===== src/rtl/bsort_pkg.sv =====
package bsort_pkg;

  typedef enum logic [2:0] {
    S_IDLE,
    S_RD_LO,
    S_RD_HI,
    S_CMP,
    S_WR_LO,
    S_WR_HI,
    S_FIN
  } sort_state_e;

  typedef struct packed {
    logic is_unsigned;
    logic ascending;
  } order_t;

endpackage


===== src/rtl/bsort_cmp.sv =====
module bsort_cmp
  import bsort_pkg::*;
#(
  parameter int DATA_W = 8
) (
  input  order_t            ord,
  input  logic [DATA_W-1:0] lo_byte,
  input  logic [DATA_W-1:0] hi_byte,
  output logic              misordered
);

  localparam logic [DATA_W-1:0] SIGN_MASK = {1'b1, {(DATA_W-1){1'b0}}};

  logic [DATA_W-1:0] key_lo;
  logic [DATA_W-1:0] key_hi;

  // Flipping the sign bit maps two's-complement order onto unsigned order.
  always_comb begin
    key_lo = ord.is_unsigned ? lo_byte : (lo_byte ^ SIGN_MASK);
    key_hi = ord.is_unsigned ? hi_byte : (hi_byte ^ SIGN_MASK);
    if (ord.ascending) misordered = (key_lo > key_hi);
    else               misordered = (key_lo < key_hi);
  end

endmodule


===== src/rtl/bsort_datapath.sv =====
module bsort_datapath
  import bsort_pkg::*;
#(
  parameter int DATA_W = 8
) (
  input  logic              clk,
  input  logic              rst_n,
  input  logic              load_mode,
  input  logic [1:0]        mode_in,
  input  logic              capture_lo,
  input  logic              capture_hi,
  input  logic              wr_sel_hi,
  input  logic [DATA_W-1:0] rdata,
  output order_t            ord,
  output logic [DATA_W-1:0] lo_q,
  output logic [DATA_W-1:0] wdata
);

  logic [DATA_W-1:0] hi_q;

  always_ff @(posedge clk or negedge rst_n) begin
    if (!rst_n) begin
      ord  <= '0;
      lo_q <= '0;
      hi_q <= '0;
    end else begin
      if (load_mode)  ord  <= order_t'(mode_in);
      if (capture_lo) lo_q <= rdata;
      if (capture_hi) hi_q <= rdata;
    end
  end

  // The first write of an exchange stores the upper byte at the lower address.
  assign wdata = wr_sel_hi ? hi_q : lo_q;

endmodule


===== src/rtl/bsort_ctrl.sv =====
module bsort_ctrl
  import bsort_pkg::*;
#(
  parameter int DEPTH  = 255,
  parameter int ADDR_W = $clog2(DEPTH)
) (
  input  logic              clk,
  input  logic              rst_n,
  input  logic              start,
  input  logic              misordered,
  output logic              load_mode,
  output logic              capture_lo,
  output logic              capture_hi,
  output logic              wr_sel_hi,
  output logic [ADDR_W-1:0] mem_addr,
  output logic              mem_wr_en,
  output logic              busy,
  output logic              done
);

  localparam logic [ADDR_W-1:0] LAST_PAIR = ADDR_W'(DEPTH - 2);

  sort_state_e       state, state_nx;
  logic [ADDR_W-1:0] idx, idx_nx;
  logic              swapped, swapped_nx;
  logic              last_pair;

  assign last_pair = (idx == LAST_PAIR);

  always_comb begin
    state_nx   = state;
    idx_nx     = idx;
    swapped_nx = swapped;
    load_mode  = 1'b0;
    capture_lo = 1'b0;
    capture_hi = 1'b0;
    wr_sel_hi  = 1'b0;
    mem_addr   = idx;
    mem_wr_en  = 1'b0;
    unique case (state)
      S_IDLE: begin
        mem_addr = '0;
        if (start) begin
          load_mode  = 1'b1;
          idx_nx     = '0;
          swapped_nx = 1'b0;
          state_nx   = S_RD_LO;
        end
      end
      S_RD_LO: state_nx = S_RD_HI;
      S_RD_HI: begin
        mem_addr   = idx + 1'b1;
        capture_lo = 1'b1;
        state_nx   = S_CMP;
      end
      S_CMP: begin
        capture_hi = 1'b1;
        if (misordered) state_nx = S_WR_LO;
        else if (!last_pair) begin
          idx_nx   = idx + 1'b1;
          state_nx = S_RD_LO;
        end else if (swapped) begin
          idx_nx     = '0;
          swapped_nx = 1'b0;
          state_nx   = S_RD_LO;
        end else state_nx = S_FIN;
      end
      S_WR_LO: begin
        mem_wr_en = 1'b1;
        wr_sel_hi = 1'b1;
        state_nx  = S_WR_HI;
      end
      S_WR_HI: begin
        mem_addr  = idx + 1'b1;
        mem_wr_en = 1'b1;
        state_nx  = S_RD_LO;
        if (!last_pair) begin
          idx_nx     = idx + 1'b1;
          swapped_nx = 1'b1;
        end else begin
          idx_nx     = '0;
          swapped_nx = 1'b0;
        end
      end
      S_FIN: begin
        mem_addr = '0;
        state_nx = S_IDLE;
      end
      default: state_nx = S_IDLE;
    endcase
  end

  always_ff @(posedge clk or negedge rst_n) begin
    if (!rst_n) begin
      state   <= S_IDLE;
      idx     <= '0;
      swapped <= 1'b0;
    end else begin
      state   <= state_nx;
      idx     <= idx_nx;
      swapped <= swapped_nx;
    end
  end

  assign busy = (state != S_IDLE) && (state != S_FIN);
  assign done = (state == S_FIN);

  assert_addr_range_R9: assert property (@(posedge clk) disable iff (!rst_n)
    busy |-> (int'(mem_addr) < DEPTH));

  assert_swap_pair_R9: assert property (@(posedge clk) disable iff (!rst_n)
    (state == S_WR_LO) |=> (mem_wr_en && mem_addr == $past(mem_addr) + 1'b1));

  assert_done_pulse_R8: assert property (@(posedge clk) disable iff (!rst_n)
    done |=> !done);

  assert_done_quiet_R8: assert property (@(posedge clk) disable iff (!rst_n)
    done |-> (!busy && !mem_wr_en));

  assert_start_busy_R2: assert property (@(posedge clk) disable iff (!rst_n)
    (state == S_IDLE && start) |=> busy);

endmodule


===== src/rtl/byte_sorter.sv =====
module byte_sorter
  import bsort_pkg::*;
#(
  parameter int DEPTH  = 255,
  parameter int ADDR_W = $clog2(DEPTH),
  parameter int DATA_W = 8
) (
  input  logic              clk,
  input  logic              rst_n,
  input  logic              start,
  input  logic [1:0]        order_sel,
  output logic [ADDR_W-1:0] mem_addr,
  output logic              mem_wr_en,
  output logic [DATA_W-1:0] mem_wdata,
  input  logic [DATA_W-1:0] mem_rdata,
  output logic              busy,
  output logic              done
);

  order_t            ord;
  logic [DATA_W-1:0] lo_q;
  logic              misordered;
  logic              load_mode;
  logic              capture_lo;
  logic              capture_hi;
  logic              wr_sel_hi;

  bsort_ctrl #(.DEPTH(DEPTH), .ADDR_W(ADDR_W)) u_ctrl (
    .clk        (clk),
    .rst_n      (rst_n),
    .start      (start),
    .misordered (misordered),
    .load_mode  (load_mode),
    .capture_lo (capture_lo),
    .capture_hi (capture_hi),
    .wr_sel_hi  (wr_sel_hi),
    .mem_addr   (mem_addr),
    .mem_wr_en  (mem_wr_en),
    .busy       (busy),
    .done       (done)
  );

  bsort_datapath #(.DATA_W(DATA_W)) u_dp (
    .clk        (clk),
    .rst_n      (rst_n),
    .load_mode  (load_mode),
    .mode_in    (order_sel),
    .capture_lo (capture_lo),
    .capture_hi (capture_hi),
    .wr_sel_hi  (wr_sel_hi),
    .rdata      (mem_rdata),
    .ord        (ord),
    .lo_q       (lo_q),
    .wdata      (mem_wdata)
  );

  bsort_cmp #(.DATA_W(DATA_W)) u_cmp (
    .ord        (ord),
    .lo_byte    (lo_q),
    .hi_byte    (mem_rdata),
    .misordered (misordered)
  );

  assert_mode_hold_R7: assert property (@(posedge clk) disable iff (!rst_n)
    (busy && $past(busy)) |-> $stable(ord));

  assert_reset_idle_R1: assert property (@(posedge clk) disable iff (!rst_n)
    (!$past(rst_n)) |-> (!busy && !done));

endmodule


===== config.mk =====
export PLATFORM = sky130hd
export DESIGN_NAME = byte_sorter
export DESIGN_NICKNAME = d
export VERILOG_FILES = /design/src/rtl/bsort_pkg.sv /design/src/rtl/bsort_cmp.sv /design/src/rtl/bsort_datapath.sv /design/src/rtl/bsort_ctrl.sv /design/src/rtl/byte_sorter.sv
export SDC_FILE = /design/constraint.sdc
export NUM_CORES = 1
export LEC_CHECK = 0
export BUFFER_PORTS_ARGS = -buffer_cell sky130_fd_sc_hd__buf_4
export CAP_MARGIN = 15
export CELL_PAD_IN_SITES_DETAIL_PLACEMENT = 2
export CELL_PAD_IN_SITES_GLOBAL_PLACEMENT = 2
export CORE_MARGIN = 4
export CORE_UTILIZATION = 37
export DETAILED_ROUTE_END_ITERATION = 16
export PLACE_DENSITY = 0.89
export SKIP_LAST_GASP = 1
export SLEW_MARGIN = 20
export SYNTH_ARGS = -nofsm -noshare
export SYNTH_HDL_FRONTEND = slang
export SYNTH_SLANG_ARGS = --single-unit
export TNS_END_PERCENT = 5

===== constraint.sdc =====
create_clock -name clk -period 4.99 [get_ports clk]
set_input_delay 0.2495 -clock clk [delete_from_list [all_inputs] [get_ports clk]]
set_output_delay 0.2495 -clock clk [all_outputs]
set_load 0.01 [all_outputs]

==> out/results.txt <==
worst-skew pair later-pin latency: 0.29 ns
FMAX: 313.2 MHz
maxcap violations: 0
Simple-Gate Fraction of Synth Area: 21.73%
Post-Route WL: 6.886 mm
Clock transition at path regs: 0.07 ns
number of antenna diodes: 0
CP max FO: 25
fraction of layout cells with a size suffix above 1: 25.27%
Synth Area in Adders: 5.764%
Final Hold Fails: 0
port bufs: 31
Routed met3 length: 244 um
status: completed
DRT met1 WL: 3.129 mm
Congestion Overflow GR: 0
placer congestion estimate: 0.7411
cts bufs inserted: 5
Synth top area share: 34.58%
CTS tree: yes
normalized max-slew margin: 42.88%
Leak: 1.115 nW
CTS resizes: 0
sequential share of the synthesized area: 34.58%
chip width: 84.60 um
DIE HEIGHT: 84.60 um
Post-CTS Hold Buffers: 1
root buf cell: clkbuf_8
GRT Total Usage: 20.22%
core area: 5608 sq um
Synth Area per Inst: 8.753 sq um
synthesized flop and latch total: 30
Cells after Synth: 248
first-pass GRT wire length: 11.65 mm
vias in the first global route: 2250
drt first pass iters: 4
Max Clock Skew: 0.006673 ns
PwrDens: 620.1 nW/um^2
DR DRC count: 0
maximum vdd drop: 0.2759 mV
DIE AREA: 7156 sq um
hold-critical path depth: 2
H-tree depth: 2
final core area utilization: 44.56%
Unique masters post-synth: 43
final setup fails: 0
R2R Setup Slk: 2.25 ns
Clock Sinks: 30
Initial Util: 38.71%
vias post-DR: 2016
Synth Area in Compound Gates: 21.04%
CP Capture Type: output port
post-DP HPWL: 4.894 mm
startpoint types: flop
Final Max Slew Viols: 0
Max clock buf depth: 2
drt wl/cell: 19.96 um
RSZ-0062 raised after global routing: false
largest family of logic cells by synthesized area: simple AND/OR/NAND/NOR gates
largest net degree at the start of global routing: 32
Register-to-Register Path Depth: 7
layout overhead on the synthesized area: 15.10%
ranking of synthesized cells by area: dfrtp_1 35%, mux2_2 8.3%, ha_1 5.8%
syn_nets: 271
count of yosys warnings during synthesis: 0
Tcrit/Tclk final: 63.99%
Ports: 32
Final Cell Area: 2499 sq um
Via density: 5.843
Worst EP arrival: 2.94 ns
data required time at the worst endpoint: 4.74 ns
antenna viol nets, final: 0
top layer in use: met4
post-CTS setup buffer count: 0
fin worst setup slack: 1.797 ns
slew at the pin with the worst max-slew slack: 0.8568 ns
Final TNS setup: 0 ns
Period minus WS final: 3.193 ns
mux contribution to synthesized area: 9.683%
Starting DRT DRC Count: 104
Post-Syn Area: 2171 sq um
row count: 27
met2 routed WL: 3.415 mm
Yosys top cell by area: dfrtp_1
area post-placement: 2409 sq um
Hold Path Class: input port to flop
kind of critical path: flop to output port
initial antenna violation count: 0
DP Worst Slack: 2.141 ns
# nets final: 296
XOR/XNOR Fraction of Synth Area: 1.210%
report_power, final:
group	internal, mW	switching, mW	leakage [nW]	total, mW
Clock	0.0935	0.0974	0.0438	0.191
Combinational	0.374	0.491	0.695	0.865
Sequential	0.340	0.153	0.376	0.494
metrics by stage:
stage | power [mW] | cells | hold slack [ns]
final | 1.550 | 345 | 0.1923
after global routing | 1.680 | 345 | 0.1900
after CTS | 1.561 | 345 | 0.1865
after detailed placement | 1.356 | 337 | 0.2117
after global placement | 1.292 | 337 | 0.2085
after floorplan | 1.100 | 248 | -0.04609
critical path, stage by stage, from the launching register on:
cell	delay [ns]
dfrtp_1	0.90
and2b_1	0.36
nor2b_1	0.56
buf_4	0.32
mux2_2	0.36
buf_4	0.15
area by class of cell:
type                       instances  area (sq um)
multi-input combinational        193          1290
clock inverter                     2         10.01
timing repair buffer              33         250.2
tap                               72         90.09
fill                             645          3109
clock buffer                       5         68.82
inverter                          10         37.54
sequential                        30         752.0
layer usage:
layer / up-vias / track usage (%)
met1: 1033 / 26.84
met2: 38 / 33.74
li1: 937 / -
met4: 0 / 6.043
met3: 8 / 3.238
met5: - / 0
cell usage after synthesis:
cell,instances
nor2_1,26
inv_1,10
a22oi_1,1
a31o_2,1
and3_1,3
o21ai_0,23
a21o_1,2
mux2_2,16
buf_2,2
nand3b_2,1
nor3b_1,1
o21bai_1,6
xor2_1,2
xnor2_1,1
buf_6,4
nand4_1,3
o211ai_1,1
or4_1,2
nand2b_1,1
ha_1,10
nand3b_4,1
nor3_1,5
nand2_1,25
o221ai_2,1
a31oi_1,14
and2b_1,1
o2bb2ai_1,1
a31oi_4,1
nor4b_2,1
clkbuf_1,8
nor2b_4,1
mux2_4,2
nand3_1,5
a21oi_2,2
nor2b_1,3
or3_1,4
a21oi_1,19
nand3b_1,4
and2_1,1
nor3_4,1
buf_4,1
o211ai_2,1
dfrtp_1,30
cells by family after synthesis:
family | Yosys count
buffers and inverters | 25
multiplexers | 18
AO/OA/AOI/OAI | 73
XOR/XNOR | 3
flip-flops | 30
AND/OR/NAND/NOR | 89
adder cells (fa/ha/maj) | 10
flip-flops by register name, summed over array words and instances (netlist names):
signal,count
u_ctrl.swapped,1
u_dp.lo_q,8
u_ctrl.state,3
u_ctrl.idx,8
u_dp.hi_q,8
u_dp.ord,2
layout by cell type (no fill, tap or decap), types with 3 or more instances in the layout:
cell type / Yosys / layout
nor2_1: 26 / 26
nand3b_1: 4 / 4
a21oi_1: 19 / 19
o21ai_0: 23 / 23
nand4_1: 3 / 3
or3_1: 4 / 4
and3_1: 3 / 3
inv_1: 10 / 10
a31oi_1: 14 / 14
buf_4: 1 / 32
mux2_2: 16 / 16
nor2b_1: 3 / 3
nand2_1: 25 / 25
nand3_1: 5 / 5
ha_1: 10 / 10
clkbuf_8: 0 / 5
o21bai_1: 6 / 6
nor3_1: 5 / 5
dfrtp_1: 30 / 29
worst paths after layout:
path / from / endpoint
setup / recovery: u_ctrl.state[2]$_DFFE_PN0P_ / mem_wdata[5]
hold / removal: order_sel[1] / u_dp.ord[1]$_DFFE_PN0P_
setup reg to reg: u_dp.ord[1]$_DFFE_PN0P_ / u_ctrl.idx[0]$_DFFE_PN0P_
hold reg to reg: u_dp.hi_q[7]$_DFFE_PN0P_ / u_dp.hi_q[7]$_DFFE_PN0P_
max in group asynchronous: rst_n / u_ctrl.state[0]$_DFFE_PN0P_
min in group asynchronous: rst_n / u_dp.lo_q[5]$_DFFE_PN0P_
(Power assumes the default switching activity.)
